File: src/rtl/sc_blk_pkg.sv
// Shared types for the block-parallel stochastic adder.
// Assumes nothing beyond IEEE 1800-2017.
package sc_blk_pkg;

    // Controller phase: waiting, taking operand beats, playing out results.
    typedef enum logic [1:0] {
        PH_IDLE = 2'd0,
        PH_ACC  = 2'd1,
        PH_OUT  = 2'd2
    } phase_t;

endpackage

File: src/rtl/sc_pair_count.sv
// Per-lane product former and split population counter.
// Forms N sign/magnitude products combinationally and counts positive
// and negative ones separately. Assumes N >= 1.
module sc_pair_count #(
    parameter int N = 4,
    localparam int PC_W = $clog2(N + 1)
) (
    input  logic [N-1:0]    sgn_a,
    input  logic [N-1:0]    mag_a,
    input  logic [N-1:0]    sgn_b,
    input  logic [N-1:0]    mag_b,
    output logic [PC_W-1:0] pos_cnt,
    output logic [PC_W-1:0] neg_cnt
);

    logic [N-1:0] prod_pos;
    logic [N-1:0] prod_neg;

    // One product per pair: AND of magnitudes, sign split by XNOR of signs.
    for (genvar j = 0; j < N; j++) begin : g_prod
        logic hit;
        assign hit         = mag_a[j] & mag_b[j];
        assign prod_pos[j] = hit & ~(sgn_a[j] ^ sgn_b[j]);
        assign prod_neg[j] = hit &  (sgn_a[j] ^ sgn_b[j]);
    end

    // Population count of both product vectors.
    always_comb begin
        pos_cnt = '0;
        neg_cnt = '0;
        for (int j = 0; j < N; j++) begin
            pos_cnt = pos_cnt + PC_W'(prod_pos[j]);
            neg_cnt = neg_cnt + PC_W'(prod_neg[j]);
        end
    end

endmodule

File: src/rtl/sc_blk_ctrl.sv
// Phase controller shared by all lanes.
// Counts accepted beats up to L, then runs an L-cycle output phase.
// Start wins over in_valid in the same cycle. Assumes L >= 2.
module sc_blk_ctrl
    import sc_blk_pkg::*;
#(
    parameter int L = 16,
    localparam int BEAT_W = $clog2(L)
) (
    input  logic clk,
    input  logic rst_n,
    input  logic start,
    input  logic in_valid,
    output logic clr,
    output logic acc_en,
    output logic out_en,
    output logic out_last
);

    phase_t            phase;
    logic [BEAT_W-1:0] beat;
    logic              beat_end;

    assign beat_end = (beat == BEAT_W'(L - 1));
    assign clr      = start;
    assign acc_en   = (phase == PH_ACC) && in_valid && !start;
    assign out_en   = (phase == PH_OUT);
    assign out_last = out_en && beat_end;

    // Phase and beat counter sequencing.
    always_ff @(posedge clk) begin
        if (!rst_n) begin
            phase <= PH_IDLE;
            beat  <= '0;
        end else if (start) begin
            phase <= PH_ACC;
            beat  <= '0;
        end else begin
            case (phase)
                PH_ACC: if (in_valid) begin
                    beat  <= beat_end ? '0 : beat + 1'b1;
                    phase <= beat_end ? PH_OUT : PH_ACC;
                end
                PH_OUT: begin
                    beat  <= beat_end ? '0 : beat + 1'b1;
                    phase <= beat_end ? PH_IDLE : PH_OUT;
                end
                default: beat <= '0;
            endcase
        end
    end

endmodule

File: src/rtl/sc_blk_lane.sv
// One bitstream block lane: positive/negative accumulators, count-tracking
// candidate stream generation, L-bit candidate buffers and sign selection.
// Assumes L >= 2 and that clr/acc_en/out_en come from one controller.
module sc_blk_lane #(
    parameter int N = 4,
    parameter int L = 16,
    localparam int PC_W  = $clog2(N + 1),
    localparam int ACC_W = $clog2(N * L + 1),
    localparam int CNT_W = $clog2(L + 1),
    localparam int DIF_W = ACC_W + 1
) (
    input  logic         clk,
    input  logic         rst_n,
    input  logic         clr,
    input  logic         acc_en,
    input  logic         out_en,
    input  logic [N-1:0] sgn_a,
    input  logic [N-1:0] mag_a,
    input  logic [N-1:0] sgn_b,
    input  logic [N-1:0] mag_b,
    output logic         out_bit,
    output logic         out_neg
);

    logic [PC_W-1:0]         pos_cnt;
    logic [PC_W-1:0]         neg_cnt;
    logic [ACC_W-1:0]        acc_p;
    logic [ACC_W-1:0]        acc_n;
    logic [ACC_W-1:0]        acc_p_nx;
    logic [ACC_W-1:0]        acc_n_nx;
    logic [CNT_W-1:0]        emit_p;
    logic [CNT_W-1:0]        emit_n;
    logic signed [DIF_W-1:0] net_pos;
    logic signed [DIF_W-1:0] net_neg;
    logic                    bit_p;
    logic                    bit_n;
    logic [L-1:0]            sr_p;
    logic [L-1:0]            sr_n;

    sc_pair_count #(.N(N)) u_cnt (
        .sgn_a   (sgn_a),
        .mag_a   (mag_a),
        .sgn_b   (sgn_b),
        .mag_b   (mag_b),
        .pos_cnt (pos_cnt),
        .neg_cnt (neg_cnt)
    );

    // Totals including the current beat, and the two net differences.
    always_comb begin
        acc_p_nx = acc_p + ACC_W'(pos_cnt);
        acc_n_nx = acc_n + ACC_W'(neg_cnt);
        net_pos  = $signed({1'b0, acc_p_nx}) - $signed({1'b0, acc_n_nx});
        net_neg  = $signed({1'b0, acc_n_nx}) - $signed({1'b0, acc_p_nx});
        bit_p    = net_pos > $signed({{(DIF_W - CNT_W){1'b0}}, emit_p});
        bit_n    = net_neg > $signed({{(DIF_W - CNT_W){1'b0}}, emit_n});
    end

    // Accumulators, emitted-ones counters and candidate buffers.
    always_ff @(posedge clk) begin
        if (!rst_n || clr) begin
            acc_p  <= '0;
            acc_n  <= '0;
            emit_p <= '0;
            emit_n <= '0;
            sr_p   <= '0;
            sr_n   <= '0;
        end else if (acc_en) begin
            acc_p  <= acc_p_nx;
            acc_n  <= acc_n_nx;
            emit_p <= emit_p + CNT_W'(bit_p);
            emit_n <= emit_n + CNT_W'(bit_n);
            sr_p   <= {sr_p[L-2:0], bit_p};
            sr_n   <= {sr_n[L-2:0], bit_n};
        end else if (out_en) begin
            sr_p   <= {sr_p[L-2:0], 1'b0};
            sr_n   <= {sr_n[L-2:0], 1'b0};
        end
    end

    assign out_neg = (acc_n > acc_p);
    assign out_bit = out_neg ? sr_n[L-1] : sr_p[L-1];

endmodule

File: src/rtl/sc_blk_adder.sv
// Top: K parallel lanes under one phase controller.
// Lane k owns bits k*N .. k*N+N-1 of each operand bus.
// Assumes K >= 1, N >= 1, L >= 2.
module sc_blk_adder #(
    parameter int K = 4,
    parameter int N = 4,
    parameter int L = 16,
    localparam int KN = K * N
) (
    input  logic          clk,
    input  logic          rst_n,
    input  logic          start,
    input  logic          in_valid,
    input  logic [KN-1:0] a_sign,
    input  logic [KN-1:0] a_mag,
    input  logic [KN-1:0] b_sign,
    input  logic [KN-1:0] b_mag,
    output logic          out_valid,
    output logic [K-1:0]  out_bits,
    output logic [K-1:0]  out_neg,
    output logic          done
);

    logic clr;
    logic acc_en;
    logic out_en;
    logic out_last;

    sc_blk_ctrl #(.L(L)) u_ctrl (
        .clk      (clk),
        .rst_n    (rst_n),
        .start    (start),
        .in_valid (in_valid),
        .clr      (clr),
        .acc_en   (acc_en),
        .out_en   (out_en),
        .out_last (out_last)
    );

    for (genvar k = 0; k < K; k++) begin : g_lane
        sc_blk_lane #(.N(N), .L(L)) u_lane (
            .clk     (clk),
            .rst_n   (rst_n),
            .clr     (clr),
            .acc_en  (acc_en),
            .out_en  (out_en),
            .sgn_a   (a_sign[k*N +: N]),
            .mag_a   (a_mag[k*N +: N]),
            .sgn_b   (b_sign[k*N +: N]),
            .mag_b   (b_mag[k*N +: N]),
            .out_bit (out_bits[k]),
            .out_neg (out_neg[k])
        );
    end

    assign out_valid = out_en;
    assign done      = out_last;

endmodule

File: config.mk
export PLATFORM = sky130hd
export DESIGN_NAME = sc_blk_adder
export DESIGN_NICKNAME = d
export VERILOG_FILES = /design/src/rtl/sc_blk_pkg.sv /design/src/rtl/sc_pair_count.sv /design/src/rtl/sc_blk_ctrl.sv /design/src/rtl/sc_blk_lane.sv /design/src/rtl/sc_blk_adder.sv
export SDC_FILE = /design/constraint.sdc
export NUM_CORES = 1
export LEC_CHECK = 0
export ABC_CLOCK_PERIOD_IN_PS = 6600
export BUFFER_PORTS_ARGS = -buffer_cell sky130_fd_sc_hd__buf_2
export CAP_MARGIN = 15
export CORE_UTILIZATION = 58
export CTS_BUF_LIST = sky130_fd_sc_hd__clkbuf_16
export DETAILED_ROUTE_END_ITERATION = 12
export PLACE_DENSITY = 0.75
export SYNTH_ARGS = -nofsm -noshare
export SYNTH_HDL_FRONTEND = slang
export SYNTH_SLANG_ARGS = --single-unit
export TNS_END_PERCENT = 5
File: constraint.sdc
create_clock -name clk -period 6.6 [get_ports clk]
set_clock_uncertainty 0.05 [all_clocks]
set_input_delay 0.33 -clock clk [delete_from_list [all_inputs] [get_ports clk]]
set_output_delay 0.33 -clock clk [all_outputs]
set_load 0.01 [all_outputs]
Word-level counts from Yosys, hierarchy flattened. Index checks and enable logic that the tools add are counted.

Register bits after elaboration: 230. Output and inout bits: 10. Logic and storage cells: 214.

Muxes and demuxes: 28. Add/subtract/negate cells: 49. Order comparisons: 12. Eq/ne operators: 5. Bitwise gates (word level): 81. Reduce and logical (&&, ||, !) cells: 12.

Operator list (number): $mux 16 (16); $gt 8x6->1 (8); $sub 7x7->8 (8); $add 7x3->7 (8); $and 1x1->1 (48); $add 5x1->5 (8); $gt 7x7->1 (4); $add 2x1->3 (8); $add 3x1->3 (8); $not 1->1 (17); $add 1x1->2 (8); $xor 1x1->1 (16); $mux 4 (2); $pmux 4 s2 (1); $mux 2 (3); $mux 1 (5); $add 4x1->4 const B (1); $eq 4x4->1 const B (1); $pmux 2 s2 (1); $reduce_and 2->1 (2); $reduce_bool 2->1 (2); $logic_and 1x1->1 (3); $ne 3x3->1 const B (1); $reduce_bool 3->1 (1); other kinds (6) (7).

Longest topological paths before layout.
Word-level depth: 10. Depth in mapped cells: 24. Mapped depth without buffers: 24.

By module. A second synthesis with hierarchy kept.

Cell total of the unflattened synthesis: 1768. Area, all modules: 14741.6 um^2.

By module, submodules not included: sc_blk_lane (g_lane[1].u_lane ...) (seq. area each 1121.1 um^2, cells an instance 401, times used 2, area an instance 3382.0 um^2); sc_blk_lane (g_lane[2].u_lane) (seq. area each 1121.1 um^2, cells an instance 420, times used 1, area an instance 3448.3 um^2); sc_blk_lane (g_lane[0].u_lane) (seq. area each 1121.1 um^2, cells an instance 407, times used 1, area an instance 3414.5 um^2); sc_pair_count (seq. area each 0.0 um^2, cells an instance 24, times used 4, area an instance 186.4 um^2); sc_blk_ctrl (seq. area each 120.1 um^2, cells an instance 43, times used 1, area an instance 369.1 um^2).

Least setup slack after synthesis. No wires, ideal clock.

Kind: input port to flip-flop. From: input port b_sign[4]. To: register g_lane[1].u_lane.emit_p[4]. Buffers on the path: 0. Arrival: 5.292 ns. Path slack: 1.131 ns. Stages: 21. Cells stage by stage: xor2_1 > or2_2 > fa_1 > inv_1 > fa_1 > fa_1 > fa_1 > maj3_1 > a21oi_1 > xnor2_1 > ha_1 > mux2i_1 > a21oi_1 > a2111oi_0 > nor3_1 > o21a_1 > ha_1 > ha_1 > nand4_1 > xnor2_1 > nor2_1.

Cells in the longest elaborated chain, start to end: 10. Elaborated cells between the ends (all ways): 15. Those cells by class: add/sub (10); order compare (1); bitwise (4).

RTL lines: start: declaration (line sc_blk_adder.sv:16) `input logic [KN-1:0] b_sign,`; $xor 1x1->1 (line sc_pair_count.sv:23) `assign prod_pos[j] = hit & ~(sgn_a[j] ^ sgn_b[j]);`; $not 1->1 (line sc_pair_count.sv:23); $and 1x1->1 (line sc_pair_count.sv:23); $add 1x1->2 (line sc_pair_count.sv:32) `pos_cnt = pos_cnt + PC_W'(prod_pos[j]);`; $add 2x1->3 (line sc_pair_count.sv:32); $add 3x1->3 (line sc_pair_count.sv:32); $add 7x3->7 (line sc_blk_lane.sv:51) `acc_p_nx = acc_p + ACC_W'(pos_cnt);`; net g_lane[1].u_lane.acc_p_nx[1] (line sc_blk_lane.sv:29) `logic [ACC_W-1:0] acc_p_nx;`; $sub 7x7->8 (line sc_blk_lane.sv:53) `net_pos = $signed({1'b0, acc_p_nx}) - $signed({1'b0, acc_n_nx});`; $gt 8x6->1 (line sc_blk_lane.sv:55) `bit_p = net_pos > $signed({{(DIF_W - CNT_W){1'b0}}, emit_p});`; $add 5x1->5 (line sc_blk_lane.sv:71) `emit_p <= emit_p + CNT_W'(bit_p);`; end signal: assignment (line sc_blk_lane.sv:71); end: declaration (line sc_blk_lane.sv:31) `logic [CNT_W-1:0] emit_p;`.

The timed path passes the listed nets, and every way through them passes these cells. A chain may end at the register's enable or synchronous reset.

Worst setup path in the final report. Ends and elaborated chain as after synthesis.

==> results.json <==
{
  "status": "finished, final reports clean",
  "ys_ff_latch": 230,
  "yosys_warnings": 0,
  "syn_nets": 2056,
  "cp_num_buf_inv": 2,
  "hold_start": "rst_n",
  "async_flop_share": 0,
  "r2r-start": "g_lane[1].u_lane.acc_n[0]",
  "yosysTopAreaCell": "dfxtp_1",
  "ys_seq_area_frac": 0.318,
  "fin_tns_setup_ps": 0,
  "timing.fmax_ghz": 0.185,
  "clkPwrFrac": 0.394,
  "antennaDiodeCount": 0,
  "ys.flop_type": "dfxtp_1",
  "crit_path_frequent_cell": "fa_1",
  "netSwitchingFraction": 0.276,
  "power_frac_comb": 0.206,
  "tightest_slew_ps": 1050,
  "slowest_delay_ps": 540,
  "via_per_inst": 5.41,
  "grt_max_degree": 112,
  "dp.cells": 2136,
  "root_buffer": "clkbuf_16",
  "reg2reg_slack_ps": 1700,
  "p_sw_w": 0.000964,
  "drt_iter0_drc": 554,
  "fin_cells": 2182,
  "synth_edf_count": 0,
  "period_share": 0.818,
  "cts.clk_slew.worst_paths_ps": 60,
  "nNetsFinal": 2084,
  "slew_headroom": 0.302,
  "min_path_cells": 2,
  "worstPathRequired_ps": 6920,
  "clk_path_buf_depth": 3,
  "portBuffers": 77,
  "final_cell_area_mm2": 0.0158,
  "dieHeight_um": 160,
  "drc_errors": 0,
  "hold_end": "u_ctrl.phase[0]",
  "start_kind": "input pin",
  "rsz0062_at_grt": "no",
  "total_power_w": 0.00349,
  "leakage_nw": 6.20,
  "fp.coreArea_mm2": 0.0244,
  "setup_viol": 0,
  "syn_inst": 1811,
  "avgSynthCellArea_um2": 8.01,
  "die_x_um": 160,
  "synth_cell_types": 81,
  "rows": 57,
  "regToRegEndpoint": "g_lane[1].u_lane.emit_p[4]",
  "htree_levels": 1,
  "grt_usage": 0.222,
  "crit_slowest_cell": "fa_1",
  "hold_buffers": 0,
  "clkLatencyLatePin_ps": 520,
  "crit_chain": "buf_2, xor2_1, or2_2, fa_1, inv_1, fa_1, fa_1, fa_1, maj3_1, a21oi_1, xnor2_1, ha_1, mux2i_1, a21oi_1, a2111oi_0, nor3_1, o21a_1, ha_1, ha_1, nand4_1, xnor2_1, nor2_1",
  "drive_gt1_frac": 0.0910,
  "wl_per_cell_um": 12.9,
  "syn_to_final_growth_pct": 8.96,
  "min_period_ps": 5400,
  "start_util": 0.595,
  "drv_cap": 0,
  "path_class": "in -> reg",
  "power.density_mw_per_mm2": 221,
  "cts_tree": "done",
  "first_pass_iters": 5,
  "overflow": 0,
  "p_seq_frac": 0.400,
  "place_area_mm2": 0.0150,
  "cts_setup_buffers": 0,
  "cpLargestDelayFamily": "adder cells",
  "ant_nets": 0,
  "numClockSinks": 230,
  "dpl.hpwl_mm": 19.7,
  "min_path_type": "in -> reg",
  "fp.dieArea_mm2": 0.0256,
  "grt_pass1_vias": 11176,
  "cts_buffers": 25,
  "hold_viol": 0,
  "vias": 11806,
  "slew_viol_final": 0,
  "gp_congestion": 0.848,
  "antenna_found_initial": 0,
  "cp-end-kind": "flop",
  "grt_pass1_wl_mm": 48.9,
  "ys_top_cells_by_area": "dfxtp_1, ha_1, nand2_1, a21oi_1, xnor2_1",
  "ir_worst_vdd_uv": 211,
  "whs_ps": 31.7,
  "rr_worst_depth": 18,
  "netlist.area_leader.share": 0.318,
  "post_cts_resized": 0,
  "crit_fanout": 4,
  "routed_wl_mm": 28.1,
  "netlist_area_mm2": 0.0145,
  "p_int_w": 0.00252,
  "io_pins": 78,
  "arrival_ps": 5720
}
## flip-flops by register name, summed over array words and instances (netlist names)
register,cells
g_lane.u_lane.acc_n,28
u_ctrl.beat,4
g_lane.u_lane.emit_n,20
u_ctrl.phase,2
g_lane.u_lane.sr_n,64
g_lane.u_lane.emit_p,20
g_lane.u_lane.sr_p,64
g_lane.u_lane.acc_p,28
## routing by layer
metal / vias up / GRT usage / share of wire
met5: - / 0 / 0
met4: 0 / 0.0628 / 0.021
met3: 48 / 0.0247 / 0.028
met2: 154 / 0.403 / 0.49
met1: 5520 / 0.275 / 0.46
li1: 6084 / - / -
## placed cells by master, fill, tap and decap left out, types with 7 or more instances in the layout
| cell | instances |
|---|---|
| or3_1 | 14 |
| o21a_1 | 13 |
| o22ai_1 | 7 |
| nand2_1 | 368 |
| fa_1 | 32 |
| nand4_1 | 31 |
| clkbuf_16 | 25 |
| a21oi_1 | 212 |
| nor2b_1 | 22 |
| inv_2 | 7 |
| o21ai_1 | 9 |
| mux2i_1 | 8 |
| inv_1 | 149 |
| and3_1 | 8 |
| or2_2 | 10 |
| ha_1 | 145 |
| xnor2_1 | 94 |
| xor2_1 | 40 |
| a21o_1 | 15 |
| nand2b_1 | 10 |
| o21ai_0 | 35 |
| buf_2 | 77 |
| dfxtp_1 | 230 |
| nand3_1 | 46 |
| nor3_1 | 22 |
| nor2_1 | 94 |
## area by class of cell
class,count,area (µm²)
Tap cell,324,405
Clock buffer,25,626
Fill cell,2090,8590
Clock inverter,21,181
Timing Repair Buffer,83,430
Multi-Input combinational cell,1347,8970
Sequential cell,230,4600
Inverter,152,584
## stage by stage
stage	setup slack [ps]	util
5_1_grt	715	0.648
2_1_floorplan	1130	-
3_3_place_gp	783	0.615
6_report	1200	0.648
4_1_cts	1210	0.648
3_5_place_dp	667	0.615
## cells in the mapped netlist (15+ instances only)
cell	instances
a21o_1	15
a21oi_1	212
clkbuf_1	66
dfxtp_1	230
fa_1	32
ha_1	145
inv_1	144
nand2_1	369
nand3_1	46
nand4_1	31
nor2_1	96
nor2b_1	22
nor3_1	22
o21ai_0	35
xnor2_1	94
xor2_1	40
## cells by family after synthesis
family | after synthesis | share of synthesized area
AOI/OAI and AO/OA | 360 | 0.148
xor gates and xnor gates | 139 | 0.0881
DFF | 230 | 0.318
muxes | 12 | 0.00863
adders and majority gates | 182 | 0.173
and+or+nand+nor | 654 | 0.199
buffers and inverters | 234 | 0.0661
## power by group through the flow
stage               Combinational (W)  Sequential (W)  Clock [W]
detailed placement           0.000720         0.00143          0
CTS                          0.000724         0.00140    0.00141
global route                 0.000822         0.00140    0.00146
finish                       0.000717         0.00140    0.00137
floorplan                    0.000556         0.00143          0
global placement             0.000694         0.00143          0
## worst max path at each step
| stage | depth (start not counted) | slack (ps) | from | to |
|---|---|---|---|---|
| 5_1_grt | 24 | 720 | b_sign[4] | g_lane[1].u_lane.emit_p[4] |
| 2_1_floorplan | 21 | 1130 | b_sign[4] | g_lane[1].u_lane.emit_p[4] |
| 3_3_place_gp | 22 | 780 | b_sign[4] | g_lane[1].u_lane.emit_p[4] |
| 4_1_cts | 22 | 1210 | b_sign[4] | g_lane[1].u_lane.emit_p[4] |
| 6_report | 22 | 1200 | b_sign[4] | g_lane[1].u_lane.emit_p[4] |
| 3_5_place_dp | 22 | 670 | b_sign[4] | g_lane[1].u_lane.emit_p[4] |
No activity file was read; power rests on OpenSTA's default activity.
